<file path="config.mk">
export PLATFORM = sky130hd
export DESIGN_NAME = wdt_win
export DESIGN_NICKNAME = d
export VERILOG_FILES = /design/src/rtl/wdt_pkg.sv /design/src/rtl/wdt_keydec.sv /design/src/rtl/wdt_oneshot.sv /design/src/rtl/wdt_count.sv /design/src/rtl/wdt_win.sv
export SDC_FILE = /design/constraint.sdc
export NUM_CORES = 1
export LEC_CHECK = 0
export ABC_AREA = 1
export BUFFER_PORTS_ARGS = -buffer_cell sky130_fd_sc_hd__buf_4
export CAP_MARGIN = 20
export CORE_ASPECT_RATIO = 1.4
export CORE_MARGIN = 8
export CORE_UTILIZATION = 45
export CTS_CLUSTER_DIAMETER = 60
export DETAILED_ROUTE_END_ITERATION = 12
export GPL_TIMING_DRIVEN = 0
export SLEW_MARGIN = 10
export SYNTH_ARGS = -nofsm -noshare
export SYNTH_HDL_FRONTEND = slang
export SYNTH_HIERARCHICAL = 1
export SYNTH_SLANG_ARGS = --single-unit
</file>
<file path="constraint.sdc">
create_clock -name clk -period 6.4 [get_ports clk]
set_clock_uncertainty 0.2 [all_clocks]
set_input_delay 0.64 -clock clk [delete_from_list [all_inputs] [get_ports clk]]
set_output_delay 0.64 -clock clk [all_outputs]
set_load 0.01 [all_outputs]
</file>
<file path="src/rtl/wdt_pkg.sv">
package wdt_pkg;

  typedef enum logic [1:0] {
    A_CTRL  = 2'd0,
    A_CNT   = 2'd1,
    A_TOVAL = 2'd2,
    A_WIN   = 2'd3
  } wdt_addr_e;

  // Control field layout, bit 0 first from the bottom.
  typedef struct packed {
    logic [1:0] test;
    logic       cmd32;
    logic       run_wait;
    logic       run_stop;
    logic       run_dbg;
    logic       upd_ok;
    logic       win_en;
    logic       int_en;
    logic       pres;
    logic       clk_sel;
    logic       en;
  } wdt_ctrl_t;

  localparam int CTRL_W   = $bits(wdt_ctrl_t);
  localparam int FLAG_BIT = CTRL_W;

  localparam wdt_ctrl_t CTRL_RST = '{
    test: 2'b00, cmd32: 1'b1, run_wait: 1'b1, run_stop: 1'b0, run_dbg: 1'b0,
    upd_ok: 1'b1, win_en: 1'b0, int_en: 1'b0, pres: 1'b0, clk_sel: 1'b0, en: 1'b0
  };

  // Assemble the readable control word: fields, then flag, unlocked, complete.
  function automatic logic [31:0] ctrl_word(wdt_ctrl_t c, logic flag, logic ulk,
                                            logic rcs);
    return {{(32 - CTRL_W - 3){1'b0}}, rcs, ulk, flag, c};
  endfunction

  // A refresh is early only in window mode and below the window value.
  function automatic logic refresh_early(logic win_mode, logic [31:0] cnt,
                                         logic [31:0] win);
    return win_mode && (cnt < win);
  endfunction

endpackage

</file>
<file path="src/rtl/wdt_keydec.sv">
module wdt_keydec #(
  parameter logic [31:0] UNLOCK32  = 32'hD928_C520,
  parameter logic [31:0] REFRESH32 = 32'hB480_A602,
  parameter logic [15:0] UNLOCK_LO = 16'hC520,
  parameter logic [15:0] UNLOCK_HI = 16'hD928,
  parameter logic [15:0] REFR_LO   = 16'hA602,
  parameter logic [15:0] REFR_HI   = 16'hB480
) (
  input  logic        clk,
  input  logic        rst_n,
  input  logic        key_wr,
  input  logic [31:0] key,
  input  logic        mode32,
  output logic        unlock_ev,
  output logic        refresh_ev,
  output logic        viol_ev
);

  typedef enum logic [1:0] {K_IDLE, K_UNL, K_REF} kst_e;
  kst_e st, st_nxt;

  always_comb begin
    unlock_ev  = 1'b0;
    refresh_ev = 1'b0;
    viol_ev    = 1'b0;
    st_nxt     = st;
    if (key_wr) begin
      if (mode32) begin
        st_nxt = K_IDLE;
        if (key == UNLOCK32)       unlock_ev  = 1'b1;
        else if (key == REFRESH32) refresh_ev = 1'b1;
        else                       viol_ev    = 1'b1;
      end else begin
        unique case (st)
          K_IDLE: begin
            if (key == {16'h0, UNLOCK_LO})    st_nxt = K_UNL;
            else if (key == {16'h0, REFR_LO}) st_nxt = K_REF;
            else                              viol_ev = 1'b1;
          end
          K_UNL: begin
            st_nxt = K_IDLE;
            if (key == {16'h0, UNLOCK_HI}) unlock_ev = 1'b1;
            else                           viol_ev   = 1'b1;
          end
          default: begin
            st_nxt = K_IDLE;
            if (key == {16'h0, REFR_HI}) refresh_ev = 1'b1;
            else                         viol_ev    = 1'b1;
          end
        endcase
      end
    end
  end

  always_ff @(posedge clk or negedge rst_n) begin
    if (!rst_n) st <= K_IDLE;
    else        st <= st_nxt;
  end

endmodule

</file>
<file path="src/rtl/wdt_oneshot.sv">
module wdt_oneshot #(
  parameter int LEN = 128
) (
  input  logic clk,
  input  logic rst_n,
  input  logic start,
  output logic active,
  output logic done
);

  localparam int W = (LEN > 1) ? $clog2(LEN) : 1;
  logic [W-1:0] left;

  assign done = active && (left == '0);

  always_ff @(posedge clk or negedge rst_n) begin
    if (!rst_n) begin
      active <= 1'b0;
      left   <= '0;
    end else if (active) begin
      if (left == '0) active <= 1'b0;
      else            left   <= left - 1'b1;
    end else if (start) begin
      active <= 1'b1;
      left   <= W'(LEN - 1);
    end
  end

endmodule

</file>
<file path="src/rtl/wdt_count.sv">
module wdt_count #(
  parameter int CW         = 16,
  parameter int PRE_DIV    = 256,
  parameter int HOLD_TICKS = 3
) (
  input  logic          clk,
  input  logic          rst_n,
  input  logic [1:0]    src_tick,
  input  logic          sel,
  input  logic          pres,
  input  logic          run,
  input  logic          clr,
  input  logic [CW-1:0] limit,
  input  logic          hold_go,
  input  logic          old_sel,
  output logic [CW-1:0] cnt,
  output logic          hold,
  output logic          hold_done
);

  localparam int PW = (PRE_DIV > 1) ? $clog2(PRE_DIV) : 1;
  localparam int HW = $clog2(HOLD_TICKS + 1);
  localparam logic [PW-1:0] P_LAST = PW'(PRE_DIV - 1);
  localparam logic [HW-1:0] H_FULL = HW'(HOLD_TICKS);

  logic [PW-1:0] pcnt;
  logic [HW-1:0] n_old, n_new;
  logic          old_q, src_new, src_old, step;

  assign src_new   = src_tick[sel];
  assign src_old   = src_tick[old_q];
  assign step      = src_new && (!pres || pcnt == P_LAST);
  assign hold_done = hold && (n_old == H_FULL) && (n_new == H_FULL);

  always_ff @(posedge clk or negedge rst_n) begin
    if (!rst_n)            pcnt <= '0;
    else if (src_new && pres) pcnt <= (pcnt == P_LAST) ? '0 : pcnt + 1'b1;
  end

  always_ff @(posedge clk or negedge rst_n) begin
    if (!rst_n) begin
      hold  <= 1'b0;
      old_q <= 1'b0;
      n_old <= '0;
      n_new <= '0;
    end else if (hold_go) begin
      hold  <= 1'b1;
      old_q <= old_sel;
      n_old <= '0;
      n_new <= '0;
    end else if (hold) begin
      if (hold_done) hold <= 1'b0;
      else begin
        if (src_old && n_old != H_FULL) n_old <= n_old + 1'b1;
        if (src_new && n_new != H_FULL) n_new <= n_new + 1'b1;
      end
    end
  end

  always_ff @(posedge clk or negedge rst_n) begin
    if (!rst_n)                        cnt <= '0;
    else if (clr || hold || hold_go)   cnt <= '0;
    else if (run && step && cnt != limit) cnt <= cnt + 1'b1;
  end

endmodule

</file>
<file path="src/rtl/wdt_win.sv">
module wdt_win
  import wdt_pkg::*;
#(
  parameter int          CW         = 16,
  parameter int          CFG_WIN    = 128,
  parameter int          GRACE      = 128,
  parameter int          PRE_DIV    = 256,
  parameter int          HOLD_TICKS = 3,
  parameter logic [31:0] UNLOCK32   = 32'hD928_C520,
  parameter logic [31:0] REFRESH32  = 32'hB480_A602,
  parameter logic [15:0] UNLOCK_LO  = 16'hC520,
  parameter logic [15:0] UNLOCK_HI  = 16'hD928,
  parameter logic [15:0] REFR_LO    = 16'hA602,
  parameter logic [15:0] REFR_HI    = 16'hB480
) (
  input  logic        clk,
  input  logic        rst_n,
  input  logic        wr_en,
  input  logic [1:0]  wr_addr,
  input  logic [31:0] wr_data,
  input  logic [1:0]  rd_addr,
  output logic [31:0] rd_data,
  input  logic [1:0]  src_tick,
  output logic        irq,
  output logic        rst_req
);

  localparam logic [CW-1:0] TOVAL_RST = '1;

  wdt_ctrl_t     ctrl;
  logic [CW-1:0] toval, winv, cnt;
  logic          flag, rcs, expired, sel_at_unlock;
  logic [2:0]    wr_done;

  // Named internal events.
  logic key_wr, unlock_ev, refresh_ev, viol_ev;
  logic unlock_ok, cfg_open, close_ev;
  logic acc_ctrl, acc_toval, acc_win;
  logic ref_ok, win_bad, ref_clr, viol_hit;
  logic hold_go, hold, hold_done;
  logic tmo_now, grace_go, grace_on, grace_done;
  logic int_en;

  assign key_wr = wr_en && (wr_addr == A_CNT);
  assign int_en = ctrl.int_en;

  wdt_keydec #(
    .UNLOCK32(UNLOCK32), .REFRESH32(REFRESH32), .UNLOCK_LO(UNLOCK_LO),
    .UNLOCK_HI(UNLOCK_HI), .REFR_LO(REFR_LO), .REFR_HI(REFR_HI)
  ) u_key (
    .clk(clk), .rst_n(rst_n), .key_wr(key_wr), .key(wr_data), .mode32(ctrl.cmd32),
    .unlock_ev(unlock_ev), .refresh_ev(refresh_ev), .viol_ev(viol_ev)
  );

  assign unlock_ok = unlock_ev && ctrl.upd_ok && !cfg_open;

  wdt_oneshot #(.LEN(CFG_WIN)) u_cfg (
    .clk(clk), .rst_n(rst_n), .start(unlock_ok), .active(cfg_open), .done(close_ev)
  );

  assign acc_ctrl  = wr_en && wr_addr == A_CTRL  && cfg_open && !wr_done[0];
  assign acc_toval = wr_en && wr_addr == A_TOVAL && cfg_open && !wr_done[1];
  assign acc_win   = wr_en && wr_addr == A_WIN   && cfg_open && !wr_done[2];

  assign ref_ok   = refresh_ev && ctrl.en;
  assign win_bad  = ref_ok && refresh_early(ctrl.win_en, 32'(cnt), 32'(winv));
  assign ref_clr  = ref_ok && !win_bad;
  assign viol_hit = viol_ev && ctrl.en;
  assign hold_go  = close_ev && (ctrl.clk_sel != sel_at_unlock);

  wdt_count #(.CW(CW), .PRE_DIV(PRE_DIV), .HOLD_TICKS(HOLD_TICKS)) u_cnt (
    .clk(clk), .rst_n(rst_n), .src_tick(src_tick), .sel(ctrl.clk_sel),
    .pres(ctrl.pres), .run(ctrl.en), .clr(ref_clr), .limit(toval),
    .hold_go(hold_go), .old_sel(sel_at_unlock), .cnt(cnt), .hold(hold),
    .hold_done(hold_done)
  );

  assign tmo_now  = ctrl.en && !hold && (cnt == toval) && !expired;
  assign grace_go = tmo_now && ctrl.int_en;

  wdt_oneshot #(.LEN(GRACE)) u_grace (
    .clk(clk), .rst_n(rst_n), .start(grace_go), .active(grace_on), .done(grace_done)
  );

  // Guarded registers and write-once bookkeeping.
  always_ff @(posedge clk or negedge rst_n) begin
    if (!rst_n) begin
      ctrl          <= CTRL_RST;
      toval         <= TOVAL_RST;
      winv          <= '0;
      wr_done       <= '0;
      sel_at_unlock <= 1'b0;
    end else begin
      if (unlock_ok) begin
        wr_done       <= '0;
        sel_at_unlock <= ctrl.clk_sel;
      end else begin
        if (acc_ctrl)  begin ctrl  <= wdt_ctrl_t'(wr_data[CTRL_W-1:0]); wr_done[0] <= 1'b1; end
        if (acc_toval) begin toval <= wr_data[CW-1:0];                  wr_done[1] <= 1'b1; end
        if (acc_win)   begin winv  <= wr_data[CW-1:0];                  wr_done[2] <= 1'b1; end
      end
    end
  end

  // Status: flag, completion, expiry and the sticky reset request.
  always_ff @(posedge clk or negedge rst_n) begin
    if (!rst_n) begin
      flag    <= 1'b0;
      rcs     <= 1'b1;
      expired <= 1'b0;
      rst_req <= 1'b0;
    end else begin
      if (wr_en && wr_addr == A_CTRL && wr_data[FLAG_BIT]) flag <= 1'b0;
      if (tmo_now) flag <= 1'b1;

      if (acc_ctrl && !unlock_ok) rcs <= 1'b0;
      else if ((close_ev && !hold_go) || hold_done) rcs <= 1'b1;

      if (tmo_now)      expired <= 1'b1;
      else if (ref_clr) expired <= 1'b0;

      if (viol_hit || win_bad || (tmo_now && !ctrl.int_en) || grace_done)
        rst_req <= 1'b1;
    end
  end

  assign irq = flag && ctrl.int_en;

  always_comb begin
    unique case (wdt_addr_e'(rd_addr))
      A_CTRL:  rd_data = ctrl_word(ctrl, flag, cfg_open, rcs);
      A_CNT:   rd_data = 32'(cnt);
      A_TOVAL: rd_data = 32'(toval);
      default: rd_data = 32'(winv);
    endcase
  end

endmodule

</file>
==> results.yml <==
sta:
  final_hold_viol_count: 0
  rsz0062_at_grt: "no"
  worst_pin_slew_ps: 907
  tns_ps: 0
  slew_viol_final: 0
  min_period_ps: 3110
  setup_viol: 0
  max_freq_mhz: 321
  fin_crit_sh_pct: 48.6
  slew_headroom_pct: 39.5
synth:
  synth_warnings: 6
  synth_top_area_share_pct: 27.6
  netlist_instances: 1012
  synth_flop_cell: "dfrtp_1"
  synth_edf_count: 0
  syn_avg_cell_area_um2: 7.16
  netlist_area_um2: 7250
  synth_compound_area_share_pct: 9.60
  synth_xor_area_share_pct: 3.02
  yosys.area_share.simple_pct: 35.2
  ys_types: 50
  synth-seq-cells: 100
  yosys.area.top_type: "dfrtp_1"
  synthTopCellsByArea: "dfrtp_1, nand2_1, inv_1"
  synthMuxAreaShare_pct: 0
  yosys.area_share.adder_pct: 3.97
  ys_seq_area_share_pct: 34.9
  async_flop_share_pct: 100
  synth_top_family_by_area: "simple AND/OR/NAND/NOR gates"
floorplanning:
  core_area_um2: 16000
  io_pins: 75
  start_util_pct: 45.4
  die_h_um: 166
  num_rows: 55
  dieArea_um2: 20500
  die_w_um: 123
clocking:
  cts-resized-gates: 0
  cts-root-buf: "clkbuf_16"
  clock_sinks: 100
  cts.clk_slew.worst_paths_ps: 70
  hold_buffers: 0
  htree_num_levels: 3
  post_cts_buffers: 0
  cts_buffers: 9
  cts_tree: "built"
  clk_latency_ps: 350
  clockBufferDepth: 2
finish:
  nets: 1160
  drive_above_1_share_pct: 19.6
  area_growth_pct: 14.4
  filler_cell_count: 1640
  antenna_cells: 0
  fin_util_pct: 52.0
critical_path:
  max_stage_delay_ps: 570
  cp_slowest_cell: "dfrtp_1"
  critPathMaxFanout: 10
  cp-start-kind: "register"
  cpMostUsedCell: "nand2_1"
  criticalPathCategory: "register to register"
  cp.arrival_ps: 3190
  cp.required_ps: 6480
  crit_path_end_kind: "register"
  rr_worst_depth: 13
  crit_chain: "ha_1 -> a21oi_1 -> o21ai_0 -> nand2_1 -> nand2_1 -> nor2_1 -> nand2_1 -> nand2_1 -> inv_1 -> nor3_2 -> clkbuf_1 -> nand4_1 -> nand2_1"
routing:
  drtIter0Drc: 406
  wire_per_inst_um: 15.0
  ant_nets: 0
  firstDrtPassIters: 6
  via_per_inst: 4.99
  drc_errors: 0
  routed_wl_mm: 19.5
  vias: 6489
grt:
  grt_max_degree: 101
  grt_pass1_wl_mm: 31.9
  grt.total_usage_pct: 19.6
  grt_overflow_total: 0
  gr-usage-met3_pct: 2.86
  gr-usage-met2_pct: 34.3
  antenna_found_initial: 0
  grt_pass1_vias: 6508
  grt-busiest-layer: "met2"
  met1_usage_pct: 23.3
power_and_ir_drop:
  max-vdd-ir-drop_v: 0.000149
  p_per_area_nw_per_um2: 155
  power.leakage_nw: 4.14
place:
  dp_hpwl_mm: 15.5
  port_buffers: 58
  gp_congestion: 0.896
flow_run:
  maxCapViolCount: 0
outcome:
  outcome: "finished, final reports clean"
worst_hold_path:
  hp-class: "input port to async pin"
-- stage by stage --
stage	std cells	total power (W)	instance area, um^2	hold slack [ps]	setup WS [ps]
after floorplan	1027	0.000683	7310	144	4040
after global placement	1284	0.000730	7990	272	3360
after detailed placement	1284	0.000731	7990	273	3330
after CTS	1300	0.00131	8300	233	3310
after global routing	1300	0.00134	8300	269	3050
final	1300	0.00129	8300	194	3290
-- registers in the layout (all words and copies together), names as in the netlist, 2 cells and up --
name          count
toval            16
u_cnt/cnt        16
winv             16
ctrl             11
u_cnt/pcnt        8
u_cfg/left        7
u_grace/left      7
wr_done           3
u_cnt/n_new       2
u_cnt/n_old       2
u_key/st          2
-- routing by layer --
layer / wire length, um / share of wire (%)
met5: 0 / 0
met4: 535 / 2.7
met3: 681 / 3.5
met2: 9980 / 51
met1: 8310 / 43
-- path summary, 6_finish.rpt --
kind	slack [ps]	endpoint	from
setup / recovery	3290	u_cnt/cnt[4]$_DFFE_PN0P_	u_cnt/cnt[11]$_DFFE_PN0P_
hold / removal	190	u_cfg/left[2]$_DFFE_PN0P_	rst_n
setup reg to reg	3290	u_cnt/cnt[4]$_DFFE_PN0P_	u_cnt/cnt[11]$_DFFE_PN0P_
hold reg to reg	280	u_cnt/pcnt[6]$_DFFE_PN0P_	u_cnt/pcnt[6]$_DFFE_PN0P_
max in group asynchronous	5200	winv[14]$_DFFE_PN0P_	rst_n
min in group clk	280	u_cnt/pcnt[6]$_DFFE_PN0P_	u_cnt/pcnt[6]$_DFFE_PN0P_
-- synthesized netlist by cell type, drive strengths merged (7+ instances only) --
library cell / n
nand4: 39
nand3: 63
nor3: 16
nor2: 109
ha: 23
inv: 169
a21oi: 21
o22ai: 7
nand2: 302
o21ai: 70
dfstp: 20
buf: 34
xor2: 19
dfrtp: 80
-- layout by cell type (no fill, tap or decap), types with 3 or more instances in the layout --
cell,synthesis,layout
conb_1,1,16
buf_4,19,76
nor2_4,13,13
inv_2,16,16
o2111ai_1,4,4
nand4_1,39,39
clkbuf_16,0,9
o21ai_0,17,17
and2_1,3,3
inv_1,153,153
clkbuf_1,2,4
inv_6,0,3
o21ai_2,19,19
nand3_1,56,56
buf_6,11,12
nor3_2,4,4
o22ai_1,7,7
xnor2_1,6,6
nand3_2,5,5
nor2_1,87,87
nor3_1,12,12
dfstp_2,20,20
a21oi_1,20,20
nor2_2,8,8
xor2_1,19,19
dfrtp_1,80,80
o21ai_1,34,34
nand2_2,13,13
ha_1,23,23
nand2_1,287,287
buf_2,3,3
nand3b_1,5,5
a22o_1,4,4
-- cells by family after synthesis --
family	Yosys count
XOR/XNOR	25
flip-flops	100
other	1
AO/OA/AOI/OAI	112
AND/OR/NAND/NOR	544
buffers and inverters	207
adder cells (fa/ha/maj)	23
-- report_power, final --
part | total [W] | switching (W) | internal (W)
clock | 0.000572 | 0.000252 | 0.000319
combinational | 0.0000837 | 0.0000526 | 0.0000311
sequential | 0.000634 | 0.00000105 | 0.000633
-- cell type report --
class                           instances  area (um^2)  share of cell area [%]
Timing Repair Buffer                   58          439                    5.29
Sequential cell                       100         2530                    30.5
Inverter                              170          638                    7.69
Clock buffer                           12          246                    2.97
Buffer                                 37          323                    3.89
Multi-Input combinational cell        720         3820                    46.0
Tap cell                              199          249                    3.00
Clock inverter                          4         56.3                   0.679
-- worst max-delay path, delay by kind of cell (launching register included) --
kind,cells,cell delay [ps]
AOI/OAI and AO/OA,2,260
buffers and inverters,2,540
and+or+nand+nor,8,1160
DFF,1,570
adders and majority gates,1,320
Power figures use the tool's default switching activity.
